--- src/rtl/rstc_pkg.sv ---
package rstc_pkg;

    localparam int NSRC = 9;

    localparam int SRC_POR    = 0;
    localparam int SRC_LVD    = 1;
    localparam int SRC_CLK    = 2;
    localparam int SRC_LOCK   = 3;
    localparam int SRC_WDOG   = 4;
    localparam int SRC_PIN    = 5;
    localparam int SRC_LOCKUP = 6;
    localparam int SRC_SW     = 7;
    localparam int SRC_SACK   = 8;

    // Sources allowed to go through the interrupt-then-reset path.
    localparam logic [NSRC-1:0] DLY_CAPABLE = 9'b1_1111_1100;

    localparam int DSEL_W   = 2;
    localparam int GIE_BIT  = NSRC;
    localparam int DSEL_LSB = NSRC + 1;
    localparam int CFG_W    = NSRC + 1 + DSEL_W;
    localparam int AW       = 2;

    localparam logic [AW-1:0] ADDR_CFG    = 2'd0;
    localparam logic [AW-1:0] ADDR_LAST   = 2'd1;
    localparam logic [AW-1:0] ADDR_STICKY = 2'd2;

    typedef enum logic [1:0] {
        ST_IDLE  = 2'd0,
        ST_HOLD  = 2'd1,
        ST_RESET = 2'd2
    } rstc_state_e;

endpackage

--- src/rtl/rstc_fsm.sv ---
module rstc_fsm
    import rstc_pkg::*;
#(
    parameter int RST_HOLD  = 4,
    parameter int BASE_LOG2 = 3,
    parameter int STEP_LOG2 = 2
) (
    input  logic              clk,
    input  logic              rst_n,
    input  logic [NSRC-1:0]   req,
    input  logic              lpo_tick,
    input  logic [NSRC-1:0]   src_en,
    input  logic              gie,
    input  logic [DSEL_W-1:0] dsel,
    output logic              irq,
    output logic              sys_reset,
    output logic              cause_load,
    output logic [NSRC-1:0]   cause
);

    localparam int MAX_LOG2 = BASE_LOG2 + STEP_LOG2 * ((1 << DSEL_W) - 1);
    localparam int CNT_W    = MAX_LOG2 + 1;
    localparam int HOLD_W   = $clog2(RST_HOLD + 1);

    rstc_state_e       state_q, state_d;
    logic [CNT_W-1:0]  dly_cnt_q, dly_lim_q;
    logic [HOLD_W-1:0] hold_cnt_q;
    logic [NSRC-1:0]   cause_q, cause_acc, eff_en;
    logic              imm_req, any_req, tick_last;

    function automatic logic [CNT_W-1:0] lim_of(input logic [DSEL_W-1:0] s);
        lim_of = CNT_W'(1) << (BASE_LOG2 + STEP_LOG2 * int'(s));
    endfunction

    always_comb begin
        eff_en    = gie ? (src_en & DLY_CAPABLE) : '0;
        any_req   = |req;
        imm_req   = |(req & ~eff_en);
        cause_acc = (state_q == ST_HOLD) ? (cause_q | req) : req;
        tick_last = lpo_tick && (dly_cnt_q == (dly_lim_q - CNT_W'(1)));
    end

    // next-state logic
    always_comb begin
        state_d = state_q;
        unique case (state_q)
            ST_IDLE: begin
                if (imm_req)      state_d = ST_RESET;
                else if (any_req) state_d = ST_HOLD;
            end
            ST_HOLD: begin
                if (imm_req || tick_last) state_d = ST_RESET;
            end
            ST_RESET: begin
                if (hold_cnt_q == HOLD_W'(RST_HOLD - 1)) state_d = ST_IDLE;
            end
            default: state_d = ST_IDLE;
        endcase
    end

    // state register
    always_ff @(posedge clk or negedge rst_n) begin
        if (!rst_n) state_q <= ST_IDLE;
        else        state_q <= state_d;
    end

    // counters and cause accumulation
    always_ff @(posedge clk or negedge rst_n) begin
        if (!rst_n) begin
            dly_cnt_q  <= '0;
            dly_lim_q  <= '0;
            hold_cnt_q <= '0;
            cause_q    <= '0;
        end else begin
            if (state_q == ST_HOLD) begin
                if (lpo_tick) dly_cnt_q <= dly_cnt_q + CNT_W'(1);
            end else begin
                dly_cnt_q <= '0;
            end
            if (state_q == ST_IDLE) dly_lim_q <= lim_of(dsel);
            hold_cnt_q <= (state_q == ST_RESET) ? hold_cnt_q + HOLD_W'(1) : '0;
            cause_q    <= (state_q == ST_RESET) ? '0 : cause_acc;
        end
    end

    // outputs
    always_comb begin
        irq        = (state_q == ST_HOLD);
        sys_reset  = (state_q == ST_RESET);
        cause_load = (state_d == ST_RESET) && (state_q != ST_RESET);
        cause      = cause_acc;
    end

endmodule

--- src/rtl/rstc_regs.sv ---
module rstc_regs
    import rstc_pkg::*;
(
    input  logic             clk,
    input  logic             rst_n,
    input  logic             wr_en,
    input  logic [AW-1:0]    addr,
    input  logic [CFG_W-1:0] wdata,
    input  logic             cause_load,
    input  logic [NSRC-1:0]  cause,
    output logic [CFG_W-1:0] cfg_q,
    output logic [NSRC-1:0]  last_q,
    output logic [NSRC-1:0]  sticky_q
);

    localparam logic [CFG_W-1:0] CFG_WMASK = {{DSEL_W{1'b1}}, 1'b1, DLY_CAPABLE};
    localparam logic [NSRC-1:0]  POR_ONLY  = NSRC'(1) << SRC_POR;

    logic [NSRC-1:0] clr_mask, set_mask;

    always_comb begin
        clr_mask = (wr_en && addr == ADDR_STICKY) ? wdata[NSRC-1:0] : '0;
        set_mask = cause_load ? cause : '0;
    end

    always_ff @(posedge clk or negedge rst_n) begin
        if (!rst_n) begin
            cfg_q    <= '0;
            last_q   <= POR_ONLY;
            sticky_q <= POR_ONLY;
        end else begin
            if (wr_en && addr == ADDR_CFG) cfg_q <= wdata & CFG_WMASK;
            if (cause_load) last_q <= cause;
            sticky_q <= (sticky_q & ~clr_mask) | set_mask;
        end
    end

endmodule

--- src/rtl/rstc_top.sv ---
module rstc_top
    import rstc_pkg::*;
#(
    parameter int RST_HOLD  = 4,
    parameter int BASE_LOG2 = 3,
    parameter int STEP_LOG2 = 2
) (
    input  logic             clk,
    input  logic             rst_n,
    input  logic [NSRC-1:0]  src_req,
    input  logic             lpo_tick,
    input  logic             wr_en,
    input  logic [AW-1:0]    addr,
    input  logic [CFG_W-1:0] wdata,
    output logic [CFG_W-1:0] rdata,
    output logic             irq,
    output logic             sys_reset
);

    logic [CFG_W-1:0] cfg_w;
    logic [NSRC-1:0]  last_w, sticky_w, cause_w;
    logic             load_w;

    rstc_fsm #(
        .RST_HOLD (RST_HOLD),
        .BASE_LOG2(BASE_LOG2),
        .STEP_LOG2(STEP_LOG2)
    ) u_fsm (
        .clk       (clk),
        .rst_n     (rst_n),
        .req       (src_req),
        .lpo_tick  (lpo_tick),
        .src_en    (cfg_w[NSRC-1:0]),
        .gie       (cfg_w[GIE_BIT]),
        .dsel      (cfg_w[DSEL_LSB +: DSEL_W]),
        .irq       (irq),
        .sys_reset (sys_reset),
        .cause_load(load_w),
        .cause     (cause_w)
    );

    rstc_regs u_regs (
        .clk       (clk),
        .rst_n     (rst_n),
        .wr_en     (wr_en),
        .addr      (addr),
        .wdata     (wdata),
        .cause_load(load_w),
        .cause     (cause_w),
        .cfg_q     (cfg_w),
        .last_q    (last_w),
        .sticky_q  (sticky_w)
    );

    always_comb begin
        case (addr)
            ADDR_CFG:    rdata = cfg_w;
            ADDR_LAST:   rdata = CFG_W'(last_w);
            ADDR_STICKY: rdata = CFG_W'(sticky_w);
            default:     rdata = '0;
        endcase
    end

endmodule

--- config.mk ---
export PLATFORM = sky130hd
export DESIGN_NAME = rstc_top
export DESIGN_NICKNAME = d
export VERILOG_FILES = /design/src/rtl/rstc_pkg.sv /design/src/rtl/rstc_fsm.sv /design/src/rtl/rstc_regs.sv /design/src/rtl/rstc_top.sv
export SDC_FILE = /design/constraint.sdc
export NUM_CORES = 1
export LEC_CHECK = 0
export BUFFER_PORTS_ARGS = -buffer_cell sky130_fd_sc_hd__buf_2
export CAP_MARGIN = 30
export CORE_MARGIN = 2
export CORE_UTILIZATION = 45
export CTS_CLUSTER_DIAMETER = 50
export DETAILED_ROUTE_END_ITERATION = 7
export HOLD_SLACK_MARGIN = 0.05
export PLACE_DENSITY = 0.67
export RECOVER_POWER = 50
export SYNTH_ARGS = -nofsm -noshare
export SYNTH_HDL_FRONTEND = slang
export SYNTH_SLANG_ARGS = --single-unit
--- constraint.sdc ---
create_clock -name clk -period 1.8 [get_ports clk]
set_input_delay 0.36 -clock clk [delete_from_list [all_inputs] [get_ports clk]]
set_output_delay 0.36 -clock clk [all_outputs]
set_load 0.1 [all_outputs]
# Yosys cells after proc, flatten, opt, wreduce, memory -nomap -nowiden
# Cells that the tools add are included.
# op_classes
reduce_logical	9
addsub	4
n_bitwise	6
muxes	14
eq_ne	9
shift	1
# op_table
operator	count
9-bit two-way mux	5
12-bit one-hot mux with 3 select lines	1
1-bit by 32-bit << shifter with 10-bit output (first input constant)	1
10-bit two-way mux	2
9-bit AND	2
9-bit NOT	2
9-bit OR	2
9-bit OR reduction	2
10-bit by 1-bit adder with 10-bit output (second input constant)	1
10-bit == test	1
10-bit by 1-bit subtractor with 10-bit output (second input constant)	1
2-bit two-way mux	4
2-bit == test (second input constant)	3
2-bit one-hot mux with 3 select lines	1
2-bit by 3-bit adder with 4-bit output (first input constant)	1
2-bit by 1-bit == test with 1-bit output (second input constant)	2
1-bit logical AND	4
2-bit zero test	2
2-bit inequality test (second input constant)	2
3-bit by 1-bit adder with 3-bit output (second input constant)	1
3-bit by 2-bit == test with 1-bit output (second input constant)	1
3-bit two-way mux	1
1-bit logical OR	1
# word_totals
word_cells	51
regBits	62

# Depth between registers and ports, before layout
# Gate-level depths: netlist of run 1.
# depth
depth_word	11
mapped_depth	8
depth_no_buf	7

# Modules after synthesis
# Synthesis of run 1 repeated with hierarchy kept, for this count alone.
# hier_totals
hier_cells	271
area_unflattened_um2	2821.5
# by_module_without_submodules
module	area_each_um2	seq_area_each_um2	instances	cells_each
rstc_fsm	1497.7	725.7	1	152
rstc_regs	1104.8	703.2	1	93
rstc_top	219.0	0.0	1	26

# Least setup slack after synthesis of run 1
# No wires, ideal clock.
# synth_path
path_type	input port to output port
startpoint	input addr[0]
endpoint	output rdata[2]
t_arrival_ps	2979
slack_ps	-1539
cell_stages	3
required_time_ps	1440
cell_sequence	clkbuf_1 -> mux2i_1 -> o21ai_0
# synth_between
elab_chain_len	2
# synth_lines
item	line	rtl
start, declared	rstc_top.sv:13	input logic [AW-1:0] addr,
2-bit == test, or another cell as far along	rstc_top.sv:56	case (addr)
12-bit one-hot mux with 3 select lines *	rstc_top.sv:56	
end, declared	rstc_top.sv:15	output logic [CFG_W-1:0] rdata,
# Every way passes the cells marked *; elsewhere a longest branch is shown, timed or not.

# Worst setup path in the final report of run 1
# layout_path
startpoint	register u_fsm.dly_lim_q[1]
endpoint	register u_regs.sticky_q[5]
# layout_between
elab_chain_len	10
# layout_lines
item	line	rtl
start, declared	rstc_fsm.sv:26	logic [CNT_W-1:0] dly_cnt_q, dly_lim_q;
start signal, assigned	rstc_fsm.sv:80	if (state_q == ST_IDLE) dly_lim_q <= lim_of(dsel);
10-bit by 1-bit subtractor with 10-bit output	rstc_fsm.sv:40	tick_last = lpo_tick && (dly_cnt_q == (dly_lim_q - CNT_W'(1)));
10-bit == test	rstc_fsm.sv:40	
1-bit logical AND	rstc_fsm.sv:40	
1-bit logical OR	rstc_fsm.sv:52	if (imm_req || tick_last) state_d = ST_RESET;
2-bit two-way mux	rstc_fsm.sv:52	
2-bit one-hot mux with 3 select lines	rstc_fsm.sv:46	unique case (state_q)
2-bit == test	rstc_fsm.sv:90	cause_load = (state_d == ST_RESET) && (state_q != ST_RESET);
1-bit logical AND	rstc_fsm.sv:90	
9-bit two-way mux	rstc_regs.sv:23	set_mask = cause_load ? cause : '0;
9-bit OR	rstc_regs.sv:34	sticky_q <= (sticky_q & ~clr_mask) | set_mask;
end signal, assigned	rstc_regs.sv:34	
end, declared	rstc_regs.sv:13	output logic [NSRC-1:0] sticky_q
# No other way between the ends.
# A chain may end at the register's enable or synchronous reset.

==> flow_summary.toml, run 1 <==
[placed_design]
post-dp-hpwl_mm = 6.31
portBuffers = 40
placed_area_um2 = 4240
pre_cts_slack_ns = -0.298
place.detailed.instances = 503
place.gp.congestion = 0.841

[detailed_routing]
number_of_vias_per_cell_after_detailed_routing = 5.62
post_detailed_route_wirelength_per_cell_um = 17.3
post-route-drc-count = 0
detailedRoute.firstIterationViolations = 152
drtAntennaViolNets = 0
drt_wl_total_mm = 9.06
drt-pass1-iter-count = 5
num_vias = 2948

[timing]
hold_slack_ns = 0.242
finalWorstSetupSlack_ns = -0.0788
finalCriticalPeriod_ns = 1.88
worst_pin_slew_ns = 0.814
slew-limit-headroom_pct = 45.7
setup_viol = 10
setup_total_negative_slack_ns = -0.318
maxSlewViolCount = 0
rsz0062_at_grt = "true"
report.final.hold_viol_count = 0
post_route_skew_ns = 0.0108
period_share_pct = 104
timing.fmax_mhz = 532

[worst_setup_path]
crit-reg2reg-capture = "u_regs.sticky_q[5]"
worstPathMaxFanout = 11
reg2reg_from = "u_fsm.dly_lim_q[1]"
sort_of_element_at_the_end_of_the_critical_path = "flip-flop"
critPathKind = "reg -> reg"
worst_path_max_delay_cell = "sky130_fd_sc_hd__dfrtp_1"
timing.critical_path.required_ns = 2.04
timing.critical_path.from_type = "flip-flop"
rr_worst_depth = 8
crit_arrival_ns = 2.12
timing.reg2reg.setup_slack_ns = -0.08
timing.critical_path.cells = "inv_2, ha_4, xnor2_4, a2111oi_4, buf_4, a31oi_4, buf_12, o31ai_1"
critical_path.max_stage_delay_ns = 0.40

[synthesis]
ys_dominant_reg_cell = "sky130_fd_sc_hd__dfrtp_1"
ys_seq_elements = 57
postSynthAreaPerCell_um2 = 9.64
postSynthCellCount = 339
mapped_nets = 370
synth-warning-count = 0
synth_unique_cells = 46
synthDominantCellAreaShare_pct = 42.1
number_of_enable_type_register_cells_in_the_synthesized_netlist = 0
yosysSeqAreaShare_pct = 43.7
synth_area_leader_cell = "sky130_fd_sc_hd__dfrtp_1"
ranking_of_synthesized_cells_by_area = "sky130_fd_sc_hd__dfrtp_1 (42%), sky130_fd_sc_hd__nand2_1 (5.1%), sky130_fd_sc_hd__a211oi_1 (4.1%), sky130_fd_sc_hd__o31ai_1 (4.1%), sky130_fd_sc_hd__mux2_2 (3.4%)"
synthesis.area_um2 = 3270
synth-async-reset-ratio_pct = 100

[finish]
filler_cell_count = 620
commonest_non_fill_non_tap_cell_in_the_layout = "sky130_fd_sc_hd__dfrtp_1"
final_cell_mix = "sky130_fd_sc_hd__dfrtp_1 (53), sky130_fd_sc_hd__nand2_1 (43), sky130_fd_sc_hd__buf_4 (43), sky130_fd_sc_hd__buf_2 (26)"
stdcell_area_um2 = 4620
layout-drive-gt1-share_pct = 39.4
number_of_diodes = 0
final_util_pct = 64.8
final_nets = 453
areaGrowthSynthToFinish_pct = 41.4
number_of_non_filler_instances_in_the_completed_layout = 525

[floorplanning]
floorplan.die_area_um2 = 7960
io_pins = 41
chipHeight_um = 89.2
placement_rows = 31
design.core.area_um2 = 7140
floorplan.initialDensity_pct = 45.8
die_w_um = 89.2

[global_routing]
grt_start_max_net_pins = 58
first_pass_grt_wire_length_mm = 14.5
first_global_vias = 2862
grt_overflow = 0
gr-usage-all-layers_pct = 24.5
antenna_violations_before_repair = 0

[clock_tree]
clk_root_buffer_cell = "sky130_fd_sc_hd__clkbuf_8"
clk_path_buf_depth = 2
cts_tree = "yes"
clk_transition_reported_paths_ns = 0.07
cts-buffers-inserted = 9
worst_skew_pair_latency_ns = 0.34
numClockSinks = 57
cts_max_level = 3

[power_and_ir_drop]
share_comb_of_total_power_pct = 46.2
peak_supply_drop_mv = 0.820
sequential_cell_fraction_of_total_power_pct = 33.6
sw_frac_of_total_pct = 41.3
static-leakage-power_nw = 1.97
power_frac_clock_pct = 20.1
p_switching_mw = 2.47
power.total_mw = 5.98
internal_power_mw = 3.51
p_per_area_nw_per_um2 = 1290

[worst_hold_path]
timing.hold.worst_endpoint = "u_regs.cfg_q[11]"
hp-start = "wdata[11]"
min_path_cells = 2
timing.hold.worst.class = "in -> reg"

[flow_run]
timing.max_cap.violations = 0

[status]
failed_checks = "negative setup slack"
status = "complete, but fails checks"
## synthesized netlist by cell type (all sizes together) (2+ instances only)
cell / count
a211oi: 18
a21oi: 18
a22o: 2
a31oi: 2
and2: 7
and3: 3
and4: 9
buf: 5
clkbuf: 15
dfrtp: 55
dfstp: 2
ha: 4
inv: 8
mux2: 10
mux2i: 9
nand2: 44
nand2b: 14
nand3: 3
nand3b: 2
nand4: 3
nor2: 17
nor2b: 2
nor3: 12
nor3b: 2
o21ai: 20
o22ai: 2
o311ai: 9
o31ai: 18
or3: 3
xnor2: 4
xor2: 8
## layer usage
| layer | vias to the layer above | part of all wire (%) | wire length [um] | track usage (%) |
|---|---|---|---|---|
| met2 | 79 | 49 | 4440 | 37.8 |
| met1 | 1445 | 46 | 4140 | 34.6 |
| met5 | - | 0 | 0 | 0 |
| li1 | 1415 | - | - | - |
| met4 | 0 | 1.4 | 131 | 7.60 |
| met3 | 9 | 3.9 | 357 | 5.63 |
## registers in the layout, indices dropped and copies added, names as in the netlist
signal,count
u_fsm.dly_cnt_q,10
u_regs.last_q,9
u_fsm.cause_q,9
u_fsm.hold_cnt_q,3
u_fsm.state_q,2
u_regs.cfg_q,10
u_regs.sticky_q,9
u_fsm.dly_lim_q,5
## timing repair
item | in CTS | in global routing
cloned | 1 | 1
hold buffers | 1 | 0
endpoints found under the hold margin | 55 | 0
gates resized for setup | 16 | 14
pin swaps | 0 | 0
setup endpoints to repair | 20 | 22
buffers inserted | 3 | 1
## cells by family after synthesis
family	synth area share, %
compound gates	21.2
xor+xnor	3.21
fa+ha+maj	1.53
buf+inv	4.06
flops	43.7
mux	6.20
simple gates	20.1
## power by group through the flow
stage               combinational, mW  clock [mW]  sequential (mW)
global route                     2.96        1.29             2.06
CTS                              2.67        1.23             2.00
detailed placement               2.56           0             2.02
floorplan                        1.72           0             1.91
finish                           2.76        1.20             2.01
global placement                 2.51           0             2.01
## worst max-delay path, delay by kind of cell (launching register included)
family	cells	cell delay [ns]
AOI/OAI and AO/OA	3	0.57
xor gates and xnor gates	1	0.13
buffers and inverters	3	0.45
DFF	1	0.40
adders and majority gates	1	0.21
## how the worst max path moves through the flow
| stage | from | endpoint | slack [ns] | cells past startpoint |
|---|---|---|---|---|
| floorplan | src_req[8] | u_regs.last_q[8] | -0.06 | 7 |
| global placement | src_req[8] | u_regs.last_q[0] | -0.25 | 7 |
| detailed placement | src_req[8] | u_regs.last_q[4] | -0.30 | 7 |
| CTS | u_fsm.dly_lim_q[1] | u_regs.sticky_q[8] | -0.06 | 8 |
| global route | u_fsm.dly_lim_q[1] | u_regs.sticky_q[8] | -0.16 | 8 |
| finish | u_fsm.dly_lim_q[1] | u_regs.sticky_q[5] | -0.08 | 8 |
## cell type report
cell class / count / area, um2 / area share [%]
well taps: 99 / 124 / 2.68
clock inverters: 5 / 56.3 / 1.22
repair buffers: 92 / 878 / 19.0
multi-input cells: 253 / 1960 / 42.3
inverters: 9 / 38.8 / 0.839
clock buffers: 10 / 138 / 2.98
flip-flops and latches: 57 / 1430 / 31.0
Power figures use the tool's default switching activity.
==> run 2: changes to the inputs <==
CORE_UTILIZATION = 52   (was 45)
PLACE_DENSITY = 0.76   (was 0.67)
==> flow_summary.toml, run 2 (same netlist as run 1, synthesis figures left out) <==
[placed_design]
post-dp-hpwl_mm = 6.35
placed_area_um2 = 4210
portBuffers = 40
place.gp.congestion = 0.916
place.detailed.instances = 479

[global_routing]
gr-usage-all-layers_pct = 29.3
first_global_vias = 3244
first_pass_grt_wire_length_mm = 16.1
grt_overflow = 0
grt_start_max_net_pins = 34
antenna_violations_before_repair = 0

[finish]
commonest_non_fill_non_tap_cell_in_the_layout = "sky130_fd_sc_hd__dfrtp_1"
final_util_pct = 77.7
final_nets = 453
number_of_diodes = 0
stdcell_area_um2 = 4660
number_of_non_filler_instances_in_the_completed_layout = 501
biggestRegsByFlops = "u_fsm.dly_cnt_q: 10 flops, u_regs.cfg_q: 10 flops"
layout-drive-gt1-share_pct = 38.5
final_cell_mix = "sky130_fd_sc_hd__dfrtp_1 (55), sky130_fd_sc_hd__nand2_1 (44), sky130_fd_sc_hd__buf_4 (36), sky130_fd_sc_hd__buf_2 (24)"
filler_cell_count = 383
areaGrowthSynthToFinish_pct = 42.4

[worst_setup_path]
worst_path_max_delay_cell = "sky130_fd_sc_hd__dfrtp_1"
timing.critical_path.from_type = "flip-flop"
crit_arrival_ns = 2.17
critPathKind = "reg -> reg"
cp_top_family = "buffers and inverters"
timing.critical_path.required_ns = 2.02
worstPathMaxFanout = 5
timing.critical_path.cells = "inv_2, ha_4, xnor2_4, a2111oi_4, buf_6, buf_12, buf_8, and4_1, nor3_1"
sort_of_element_at_the_end_of_the_critical_path = "flip-flop"
timing.critical_path.buf_inv = 4
critical_path.max_stage_delay_ns = 0.41

[floorplanning]
die_w_um = 83.3
design.core.area_um2 = 5990
floorplan.initialDensity_pct = 54.6
io_pins = 41
floorplan.die_area_um2 = 6940
chipHeight_um = 83.3
placement_rows = 28

[timing]
worst_pin_slew_ns = 0.985
setup_total_negative_slack_ns = -1.84
period_share_pct = 108
timing.fmax_mhz = 512
finalCriticalPeriod_ns = 1.95
setup_viol = 20
rsz0062_at_grt = "true"
post_route_skew_ns = 0.00697
slew-limit-headroom_pct = 34.3
finalWorstSetupSlack_ns = -0.153
report.final.hold_viol_count = 0
maxSlewViolCount = 0

[clock_tree]
clk_root_buffer_cell = "sky130_fd_sc_hd__clkbuf_8"
cts-buffers-inserted = 9
cts_tree = "yes"
clk_transition_reported_paths_ns = 0.07
cts_max_level = 3
worst_skew_pair_latency_ns = 0.35
numClockSinks = 57
clk_path_buf_depth = 2

[power_and_ir_drop]
sw_frac_of_total_pct = 41.2
p_switching_mw = 2.49
share_comb_of_total_power_pct = 45.6
p_per_area_nw_per_um2 = 1300
power.total_mw = 6.04
power_frac_clock_pct = 21.3
static-leakage-power_nw = 2.00
internal_power_mw = 3.56
peak_supply_drop_mv = 1.05
sequential_cell_fraction_of_total_power_pct = 33.1

[detailed_routing]
number_of_vias_per_cell_after_detailed_routing = 6.20
drt-pass1-iter-count = 5
met3_wire_len_um = 674
drt_wl_total_mm = 9.59
wirelength_met1_mm = 3.94
post-route-drc-count = 0
highest_layer = "met4"
post_detailed_route_wirelength_per_cell_um = 19.1
drtAntennaViolNets = 0
num_vias = 3105
detailedRoute.firstIterationViolations = 303
met2RoutedLength_mm = 4.71

[flow_run]
timing.max_cap.violations = 0

[status]
status = "complete, but fails checks"
failed_checks = "negative setup slack"

[worst_hold_path]
timing.hold.worst.class = "in -> reg"
run 2: cell types whose count changed in the layout (fill, tap and decap cells not counted), sizes merged:
cell | previous run | this run
clkinv | 4 | 2
buf | 89 | 86
clkbuf | 12 | 18
clkinvlp | 1 | 0
run 2: area by class of cell:
class / instances / area, um2 / area share, %
clock inverters: 2 / 35.0 / 0.752
inverters: 9 / 37.5 / 0.806
multi-input cells: 253 / 1980 / 42.5
repair buffers: 92 / 905 / 19.4
well taps: 75 / 93.8 / 2.02
flip-flops and latches: 57 / 1430 / 30.7
clock buffers: 13 / 179 / 3.84
run 2: worst paths after layout:
| check | start | depth (start not counted) | endpoint | slack (ns) |
|---|---|---|---|---|
| min in group asynchronous | rst_n | 2 | u_regs.last_q[6] | 0.69 |
| min | wdata[11] | 2 | u_regs.cfg_q[11] | 0.25 |
| max | u_fsm.dly_lim_q[1] | 9 | u_regs.last_q[5] | -0.15 |
| max in group asynchronous | rst_n | 3 | u_fsm.dly_lim_q[3] | 0.13 |
| min reg2reg | u_fsm.hold_cnt_q[0] | 1 | u_fsm.hold_cnt_q[0] | 0.44 |
| max reg2reg | u_fsm.dly_lim_q[1] | 9 | u_regs.last_q[5] | -0.15 |
run 2: power by group through the flow:
stage / Sequential (mW) / Combinational, mW / Clock [mW]
CTS: 1.98 / 2.65 / 1.30
floorplan: 1.91 / 1.72 / 0
detailed placement: 2.00 / 2.51 / 0
global route: 2.05 / 2.93 / 1.37
global placement: 1.97 / 2.43 / 0
finish: 2.00 / 2.75 / 1.29
run 2: repair_timing:
item / in CTS / in global routing
gates resized for setup: 23 / 16
cloned: 2 / 0
setup endpoints to repair: 21 / 27
hold buffers: 1 / 0
endpoints found under the hold margin: 13 / 0
pin swaps: 3 / 5
setup buffers: 3 / 1
run 2: metrics by stage:
step	hold WS (ns)	worst slack, ns
5_1_grt	0.245	-0.235
6_report	0.252	-0.153
3_3_place_gp	0.330	-0.195
4_1_cts	0.248	-0.0939
3_5_place_dp	0.328	-0.319
2_1_floorplan	0.0644	-0.0621
run 2: per-layer routing:
| metal | vias up | GRT usage, % |
|---|---|---|
| li1 | 1418 | - |
| met1 | 1502 | 35.7 |
| met2 | 153 | 49.0 |
| met3 | 32 | 7.75 |
| met4 | 0 | 12.5 |
| met5 | - | 0 |
run 2: worst register-to-register path, cell delays in order (launching register included):
cell	delay, ns
sky130_fd_sc_hd__dfrtp_1	0.41
sky130_fd_sc_hd__inv_2	0.09
sky130_fd_sc_hd__ha_4	0.22
sky130_fd_sc_hd__xnor2_4	0.13
sky130_fd_sc_hd__a2111oi_4	0.34
sky130_fd_sc_hd__buf_6	0.18
sky130_fd_sc_hd__buf_12	0.11
sky130_fd_sc_hd__buf_8	0.12
sky130_fd_sc_hd__and4_1	0.19
sky130_fd_sc_hd__nor3_1	0.06
